## src/rtl/opi_pkg.sv

```systemverilog
package opi_pkg;
  typedef enum logic [1:0] {
    KIND_ARR_RD = 2'd0,
    KIND_ARR_WR = 2'd1,
    KIND_REG_RD = 2'd2,
    KIND_REG_WR = 2'd3
  } kind_e;

  typedef enum logic [2:0] {
    ST_IDLE, ST_SETUP, ST_CMD, ST_ADDR, ST_DUMMY, ST_DATA, ST_HOLD, ST_GAP
  } state_e;

  function automatic logic [7:0] opcode_byte(kind_e k);
    case (k)
      KIND_ARR_RD: return 8'h00;
      KIND_ARR_WR: return 8'h80;
      KIND_REG_RD: return 8'h40;
      default:     return 8'hC0;
    endcase
  endfunction

  function automatic logic is_read(kind_e k);
    return !k[0];
  endfunction

  function automatic logic is_shift(state_e s);
    return (s == ST_CMD) || (s == ST_ADDR) || (s == ST_DUMMY) || (s == ST_DATA);
  endfunction
endpackage

```

## src/rtl/opi_phase_seq.sv

```systemverilog
module opi_phase_seq
  import opi_pkg::*;
#(
  parameter int CS_SETUP = 3,
  parameter int CS_HOLD  = 3,
  parameter int CS_HIGH  = 2,
  parameter int RD_DUMMY = 18,
  parameter int WR_DUMMY = 8,
  parameter int CNT_W    = 5,
  parameter int EDGE_W   = 5
) (
  input  logic              clk_i,
  input  logic              rst_ni,
  input  logic              start_i,
  input  kind_e             kind_i,
  input  logic [EDGE_W-1:0] data_edges_i,
  output state_e            state_o,
  output logic [CNT_W-1:0]  cnt_o,
  output logic              cs_n_o,
  output logic              sck_o,
  output logic              done_o
);
  localparam int GAP_CYC = 2 * CS_HIGH;

  state_e           st_q;
  logic [CNT_W-1:0] cnt_q, len, dummy_len, hi_run_q;
  logic             at_end, done_q;

  always_comb begin
    if (is_read(kind_i))            dummy_len = CNT_W'(RD_DUMMY);
    else if (kind_i == KIND_REG_WR) dummy_len = '0;
    else                            dummy_len = CNT_W'(WR_DUMMY);
    case (st_q)
      ST_SETUP: len = CNT_W'(2 * CS_SETUP);
      ST_CMD:   len = CNT_W'(2);
      ST_ADDR:  len = CNT_W'(4);
      ST_DUMMY: len = dummy_len;
      ST_DATA:  len = CNT_W'(data_edges_i);
      ST_HOLD:  len = CNT_W'(2 * CS_HOLD);
      ST_GAP:   len = CNT_W'(GAP_CYC);
      default:  len = CNT_W'(1);
    endcase
  end

  assign at_end = (cnt_q == len - CNT_W'(1));

  always_ff @(posedge clk_i or negedge rst_ni) begin
    if (!rst_ni) begin
      st_q   <= ST_IDLE;
      cnt_q  <= '0;
      done_q <= 1'b0;
    end else begin
      done_q <= (st_q == ST_HOLD) && at_end;
      if (st_q == ST_IDLE) begin
        cnt_q <= '0;
        if (start_i) st_q <= ST_SETUP;
      end else if (at_end) begin
        cnt_q <= '0;
        case (st_q)
          ST_SETUP: st_q <= ST_CMD;
          ST_CMD:   st_q <= ST_ADDR;
          ST_ADDR:  st_q <= (dummy_len == '0) ? ST_DATA : ST_DUMMY;
          ST_DUMMY: st_q <= ST_DATA;
          ST_DATA:  st_q <= ST_HOLD;
          ST_HOLD:  st_q <= ST_GAP;
          default:  st_q <= ST_IDLE;
        endcase
      end else begin
        cnt_q <= cnt_q + CNT_W'(1);
      end
    end
  end

  assign state_o = st_q;
  assign cnt_o   = cnt_q;
  assign cs_n_o  = (st_q == ST_IDLE) || (st_q == ST_GAP);
  // even count = rising half of the bus clock
  assign sck_o   = is_shift(st_q) && !cnt_q[0];
  assign done_o  = done_q;

  // consecutive chip-select high cycles, saturating
  always_ff @(posedge clk_i or negedge rst_ni) begin
    if (!rst_ni)     hi_run_q <= CNT_W'(GAP_CYC);
    else if (cs_n_o) hi_run_q <= (hi_run_q >= CNT_W'(GAP_CYC)) ? hi_run_q : hi_run_q + CNT_W'(1);
    else             hi_run_q <= '0;
  end

  assert_cs_gap_R6: assert property (@(posedge clk_i) disable iff (!rst_ni)
    $fell(cs_n_o) |-> hi_run_q >= CNT_W'(GAP_CYC));
  assert_sck_idle_R7: assert property (@(posedge clk_i) disable iff (!rst_ni)
    cs_n_o |-> !sck_o);
  assert_sck_half_R7: assert property (@(posedge clk_i) disable iff (!rst_ni)
    $rose(sck_o) |=> $fell(sck_o));
  assert_done_edge_R12: assert property (@(posedge clk_i) disable iff (!rst_ni)
    done_o |-> (cs_n_o && $past(!cs_n_o)));
endmodule

```

## src/rtl/opi_tx_mux.sv

```systemverilog
module opi_tx_mux
  import opi_pkg::*;
#(
  parameter int MAX_BYTES = 8,
  parameter int LEN_W     = 4,
  parameter int CNT_W     = 5
) (
  input  logic                   clk_i,
  input  logic                   rst_ni,
  input  state_e                 state_i,
  input  logic [CNT_W-1:0]       cnt_i,
  input  kind_e                  kind_i,
  input  logic [31:0]            addr_i,
  input  logic [8*MAX_BYTES-1:0] wdata_i,
  input  logic [LEN_W-1:0]       nbytes_i,
  output logic [7:0]             dq_o,
  output logic                   oe_o
);
  localparam int BIDX_W = (MAX_BYTES > 1) ? $clog2(MAX_BYTES) : 1;

  always_comb begin
    dq_o = '0;
    case (state_i)
      ST_CMD: dq_o = opcode_byte(kind_i);
      ST_ADDR: begin
        case (cnt_i[1:0])
          2'd0:    dq_o = addr_i[31:24];
          2'd1:    dq_o = addr_i[23:16];
          2'd2:    dq_o = addr_i[15:8];
          default: dq_o = addr_i[7:0];
        endcase
      end
      ST_DATA:
        if (!is_read(kind_i) && (cnt_i < CNT_W'(nbytes_i)))
          dq_o = wdata_i[8*cnt_i[BIDX_W-1:0] +: 8];
      default: dq_o = '0;
    endcase
  end

  assign oe_o = (state_i == ST_CMD) || (state_i == ST_ADDR) ||
                (!is_read(kind_i) && ((state_i == ST_DUMMY) || (state_i == ST_DATA)));

  assert_cmd_pair_R2: assert property (@(posedge clk_i) disable iff (!rst_ni)
    (state_i == ST_CMD && cnt_i[0]) |-> (dq_o == $past(dq_o)));
endmodule

```

## src/rtl/opi_rx_cap.sv

```systemverilog
module opi_rx_cap
  import opi_pkg::*;
#(
  parameter int MAX_BYTES = 8,
  parameter int LEN_W     = 4,
  parameter int CNT_W     = 5
) (
  input  logic                   clk_i,
  input  logic                   rst_ni,
  input  logic                   start_i,
  input  state_e                 state_i,
  input  logic [CNT_W-1:0]       cnt_i,
  input  kind_e                  kind_i,
  input  logic [LEN_W-1:0]       nbytes_i,
  input  logic [7:0]             dq_i,
  input  logic                   oe_i,
  output logic [8*MAX_BYTES-1:0] rd_data_o
);
  logic cap_en;
  assign cap_en = (state_i == ST_DATA) && is_read(kind_i) && (cnt_i < CNT_W'(nbytes_i));

  for (genvar g = 0; g < MAX_BYTES; g++) begin : g_byte
    logic [7:0] b_q;
    always_ff @(posedge clk_i or negedge rst_ni) begin
      if (!rst_ni)                               b_q <= '0;
      else if (start_i)                          b_q <= '0;
      else if (cap_en && cnt_i == CNT_W'(g))     b_q <= dq_i;
    end
    assign rd_data_o[8*g +: 8] = b_q;
  end

  assert_turnaround_R8: assert property (@(posedge clk_i) disable iff (!rst_ni)
    cap_en |-> !oe_i);
endmodule

```

## src/rtl/opi_psram_engine.sv

```systemverilog
module opi_psram_engine
  import opi_pkg::*;
#(
  parameter int MAX_BYTES = 8,
  parameter int CS_SETUP  = 3,
  parameter int CS_HOLD   = 3,
  parameter int CS_HIGH   = 2,
  parameter int RD_DUMMY  = 18,
  parameter int WR_DUMMY  = 8,
  localparam int LEN_W    = $clog2(MAX_BYTES + 1)
) (
  input  logic                   clk_i,
  input  logic                   rst_ni,
  input  logic                   req_valid_i,
  output logic                   req_ready_o,
  input  logic [1:0]             req_kind_i,
  input  logic [31:0]            req_addr_i,
  input  logic [8*MAX_BYTES-1:0] req_wdata_i,
  input  logic [LEN_W-1:0]       req_len_i,
  output logic                   done_o,
  output logic [8*MAX_BYTES-1:0] rd_data_o,
  output logic                   cs_n_o,
  output logic                   sck_o,
  output logic [7:0]             dq_o,
  output logic                   dq_oe_o,
  input  logic [7:0]             dq_i
);
  localparam int EDGE_W = LEN_W + 1;
  localparam int L_A = (CS_SETUP > CS_HOLD) ? 2 * CS_SETUP : 2 * CS_HOLD;
  localparam int L_B = (L_A > 2 * CS_HIGH) ? L_A : 2 * CS_HIGH;
  localparam int L_C = (L_B > RD_DUMMY) ? L_B : RD_DUMMY;
  localparam int L_D = (L_C > WR_DUMMY) ? L_C : WR_DUMMY;
  localparam int L_E = (L_D > MAX_BYTES + 1) ? L_D : MAX_BYTES + 1;
  localparam int CNT_W = $clog2(L_E + 1);

  kind_e                  kind_in, kind_q;
  logic [31:0]            addr_q;
  logic [8*MAX_BYTES-1:0] wdata_q;
  logic [LEN_W-1:0]       len_clip, len_norm, n_q;
  logic [EDGE_W-1:0]      data_edges;
  logic                   start;
  state_e                 state;
  logic [CNT_W-1:0]       cnt;

  assign kind_in = kind_e'(req_kind_i);
  assign start   = req_valid_i && req_ready_o;

  always_comb begin
    if (req_len_i == '0)                        len_clip = LEN_W'(1);
    else if (req_len_i > LEN_W'(MAX_BYTES))     len_clip = LEN_W'(MAX_BYTES);
    else                                        len_clip = req_len_i;
    case (kind_in)
      KIND_REG_WR: len_norm = LEN_W'(2);
      KIND_REG_RD: len_norm = (len_clip > LEN_W'(2)) ? LEN_W'(2) : len_clip;
      default:     len_norm = len_clip;
    endcase
  end

  always_ff @(posedge clk_i or negedge rst_ni) begin
    if (!rst_ni) begin
      kind_q  <= KIND_ARR_RD;
      addr_q  <= '0;
      wdata_q <= '0;
      n_q     <= LEN_W'(1);
    end else if (start) begin
      kind_q  <= kind_in;
      addr_q  <= req_addr_i;
      wdata_q <= req_wdata_i;
      n_q     <= len_norm;
    end
  end

  // whole bus clocks: round odd counts up
  assign data_edges  = EDGE_W'(n_q) + EDGE_W'(n_q[0]);
  assign req_ready_o = (state == ST_IDLE);

  opi_phase_seq #(
    .CS_SETUP(CS_SETUP), .CS_HOLD(CS_HOLD), .CS_HIGH(CS_HIGH),
    .RD_DUMMY(RD_DUMMY), .WR_DUMMY(WR_DUMMY), .CNT_W(CNT_W), .EDGE_W(EDGE_W)
  ) u_seq (
    .clk_i(clk_i), .rst_ni(rst_ni), .start_i(start), .kind_i(kind_q),
    .data_edges_i(data_edges), .state_o(state), .cnt_o(cnt),
    .cs_n_o(cs_n_o), .sck_o(sck_o), .done_o(done_o)
  );

  opi_tx_mux #(.MAX_BYTES(MAX_BYTES), .LEN_W(LEN_W), .CNT_W(CNT_W)) u_tx (
    .clk_i(clk_i), .rst_ni(rst_ni), .state_i(state), .cnt_i(cnt), .kind_i(kind_q),
    .addr_i(addr_q), .wdata_i(wdata_q), .nbytes_i(n_q), .dq_o(dq_o), .oe_o(dq_oe_o)
  );

  opi_rx_cap #(.MAX_BYTES(MAX_BYTES), .LEN_W(LEN_W), .CNT_W(CNT_W)) u_rx (
    .clk_i(clk_i), .rst_ni(rst_ni), .start_i(start), .state_i(state), .cnt_i(cnt),
    .kind_i(kind_q), .nbytes_i(n_q), .dq_i(dq_i), .oe_i(dq_oe_o), .rd_data_o(rd_data_o)
  );

  assert_req_hold_R12: assert property (@(posedge clk_i) disable iff (!rst_ni)
    (req_valid_i && !req_ready_o) |=> req_valid_i);
  assert_ready_cs_R12: assert property (@(posedge clk_i) disable iff (!rst_ni)
    $rose(req_ready_o) |-> cs_n_o);
endmodule

```

## config.mk

```make
export PLATFORM = sky130hd
export DESIGN_NAME = opi_psram_engine
export DESIGN_NICKNAME = d
export VERILOG_FILES = /design/src/rtl/opi_pkg.sv /design/src/rtl/opi_phase_seq.sv /design/src/rtl/opi_tx_mux.sv /design/src/rtl/opi_rx_cap.sv /design/src/rtl/opi_psram_engine.sv
export SDC_FILE = /design/constraint.sdc
export NUM_CORES = 1
export LEC_CHECK = 0
export BUFFER_PORTS_ARGS = -buffer_cell sky130_fd_sc_hd__buf_2
export CORE_ASPECT_RATIO = 0.5
export CORE_UTILIZATION = 48
export CTS_CLUSTER_DIAMETER = 120
export DETAILED_ROUTE_END_ITERATION = 6
export HOLD_SLACK_MARGIN = 0.08
export MAX_ROUTING_LAYER = met4
export PLACE_DENSITY = 0.78
export SLEW_MARGIN = 20
export SYNTH_ARGS = -nofsm -noshare
export SYNTH_HDL_FRONTEND = slang
export SYNTH_SLANG_ARGS = --single-unit
```

## constraint.sdc

```tcl
create_clock -name clk_i -period 2.4 [get_ports clk_i]
set_clock_uncertainty 0.15 [all_clocks]
set_input_delay 0.36 -clock clk_i [delete_from_list [all_inputs] [get_ports clk_i]]
set_output_delay 0.36 -clock clk_i [all_outputs]
set_load 0.05 [all_outputs]
```

==> flow_metrics.py <==
metrics = {
    "synthesis": {
        "syn-instance-count": 819,
        "synth_top_area_share_pct": 56.0,
        "synth_area_leaders": "dfrtp_1 56%, nand2_1 15%, o21ai_0 4.7%",
        "async_flop_share_pct": 100,
        "synth.yosys.seq_area_share_pct": 56.3,
        "syn-num-nets": 940,
        "synth-seq-cells": 175,
        "synth_cell_types": 45,
        "synth_most_common_cell": "nand2_1",
        "synth_fa_ha_area_share_pct": 1.29,
        "synth_top_family_by_area": "simple AND/OR/NAND/NOR gates",
        "synth_ff_type": "dfrtp_1",
        "synth_top_area_cell": "dfrtp_1",
        "ys_top_cells_by_count": "313 x nand2_1, 174 x dfrtp_1, 73 x o21ai_0",
        "synth_compound_area_share_pct": 8.78,
        "synth-simple-area-share_pct": 23.2,
        "syn_area_mm2": 0.00778,
        "synth_xor_xnor_area_share_pct": 1.24,
        "syn_avg_cell_area_um2": 9.50,
        "synth_warnings": 0,
        "synth_edf_count": 0,
        "synthMuxAreaShare_pct": 6.05,
    },
    "finish": {
        "areaGrowthSynthToFinish_pct": 47.2,
        "drive_gt1_share_pct": 31.5,
        "final_core_util_pct": 73.3,
        "layout.nets": 1262,
    },
    "die": {
        "rows": 32,
        "dieArea_mm2": 0.0167,
        "die_h_um": 92.0,
        "coreArea_mm2": 0.0156,
        "start_util_pct": 49.8,
        "fp.dieW_um": 182,
        "pin_count": 190,
    },
    "drt": {
        "wl_um": 25500,
        "dr.pass1.iters": 6,
        "num_vias": 7650,
        "drc": 0,
        "route.detailed.wl_per_inst_um": 18.8,
        "dr.first_iter.drc_count": 673,
        "ant_nets": 0,
        "via_per_inst": 5.63,
    },
    "sta": {
        "max_slew_margin_pct": 66.2,
        "report.final.slew_viol_count": 0,
        "hold_violations": 0,
        "setup-tns-final_ns": -10.79,
        "worst_pin_slew_ns": 0.507,
        "period_needed_ns": 2.86,
        "setup_ws_ns": -0.456,
        "period_share_pct": 119,
        "report.final.setup_viol": 80,
        "rsz0062_at_grt": "true",
        "fmax_ghz": 0.350,
    },
    "clock_tree": {
        "cts_tree": "yes",
        "htreeDepth": 4,
        "clock_latency_ns": 0.43,
        "cts_sinks": 175,
        "cts.reportedPaths.clkPinSlew_ns": 0.07,
        "ctsRootBufferMaster": "clkbuf_16",
        "cts_buffer_depth": 2,
        "cts_buffers": 17,
    },
    "pwr": {
        "ir_drop_mv": 0.494,
        "power.density_mw_per_mm2": 557,
        "cellLeakagePower_nw": 5.83,
    },
    "status": {
        "violations": "negative setup slack",
        "outcome": "complete, but fails checks",
    },
    "critical_path": {
        "r2r_slack_ns": -0.28,
        "crit_arrival_ns": 2.35,
        "critPathCaptureType": "output port",
        "crit_type": "flip-flop to output port",
        "cp.required_ns": 1.89,
        "crit_fanout": 8,
        "cp-start-kind": "flip-flop",
    },
    "worst_hold_path": {
        "worstHoldPathType": "input pin to flip-flop",
    },
    "global_routing": {
        "grt_use_total_pct": 31.1,
        "grt_pass1_vias": 7574,
        "antenna_found_initial": 1,
        "grt_max_degree": 59,
        "grt_pass1_wl_um": 38600,
        "globalRouteOverflowTotal": 0,
    },
    "placed_design": {
        "portBuffers": 189,
        "pre_cts_ws_ns": -0.147,
        "dp.final_hpwl_um": 14100,
        "place_congestion": 0.896,
    },
    "run": {
        "drv_cap": 0,
    },
}
## critical path: stages (launching register included)
cell and delay, ns:
dfrtp_2 0.46, ha_1 0.32, a21o_1 0.19, a21o_1 0.21, a21oi_2 0.19, nand2_4 0.15, o22ai_2 0.20, buf_6 0.19
## cell type report
class | instances | area, um2
Sequential cell | 175 | 4380
Fill cell | 1028 | 4170
Multi-Input combinational cell | 589 | 3600
Timing Repair Buffer | 349 | 2610
Clock buffer | 18 | 439
Tap cell | 204 | 255
Clock inverter | 14 | 120
Inverter | 9 | 38.8
Antenna cell | 1 | 2.50
## registers in the layout, summed over array words and instances (netlist names)
name / count
n_q: 4
wdata_q: 64
kind_q: 2
u_rx.g_byte.b_q: 64
u_seq.cnt_o: 5
addr_q: 32
u_seq.state_o: 3
u_seq.done_o: 1
## cell families (layout without fill, tap and decap cells)
kind of cell / Yosys count / count (layout)
flip-flops: 175 / 175
AND/OR/NAND/NOR: 428 / 432
multiplexers: 27 / 27
buffers and inverters: 59 / 390
AO/OA/AOI/OAI: 111 / 111
adder cells (fa/ha/maj): 8 / 8
other: 0 / 1
XOR/XNOR: 11 / 11
## where the power goes
part / switching, mW / internal [mW] / leakage, nW
Combinational: 0.400 / 0.245 / 3.29
Sequential: 0.0349 / 3.00 / 2.26
Clock: 1.30 / 1.40 / 0.281
## final timing paths
path                                startpoint                to  cells past startpoint
worst min-delay path             req_kind_i[1]         kind_q[1]                      3
min in group asynchronous               rst_ni       wdata_q[43]                      2
worst min register to register     wdata_q[53]       wdata_q[53]                      2
worst max-delay path            u_seq.cnt_o[1]           dq_o[2]                      7
max in group asynchronous               rst_ni       wdata_q[25]                      3
worst max register to register          n_q[0]  u_seq.state_o[0]                     10
## placed cells by master, fill, tap and decap left out, drive strengths merged, types with 16 or more instances in the layout
master | Yosys | final
nand2 | 321 | 325
dfrtp | 174 | 174
nand3 | 72 | 72
mux4 | 16 | 16
inv | 9 | 19
dlygate4sd3 | 0 | 100
o21ai | 73 | 73
clkbuf | 39 | 18
buf | 11 | 249
## stage by stage
stage                     total power, mW  instances  hold slack (ns)  cell area [um2]
final                                6.38       1359            0.148            11400
after global routing                 6.58       1359            0.171            11400
after CTS                            6.40       1346            0.138            11100
after detailed placement             3.59       1209            0.183             9290
after global placement               3.58       1209            0.179             9290
after floorplan                      3.34        819          -0.0856             7870
## per-layer routing
| layer | track usage [%] | vias to the layer above | routed length, um |
|---|---|---|---|
| met1 | 37.5 | 3698 | 10100 |
| met5 | - | - | 0 |
| met3 | 5.72 | 114 | 1690 |
| li1 | - | 3409 | - |
| met2 | 51.1 | 429 | 12400 |
| met4 | 15.4 | 0 | 1240 |
## repair_timing
action,in CTS,in global routing
endpoints found under the setup margin,82,84
pin swaps,13,16
endpoints found under the hold margin,142,0
setup buffers,4,9
gates cloned,2,3
resized for setup,55,68
hold buffers,100,0
Note: power is estimated with default switching activity, not from simulation.
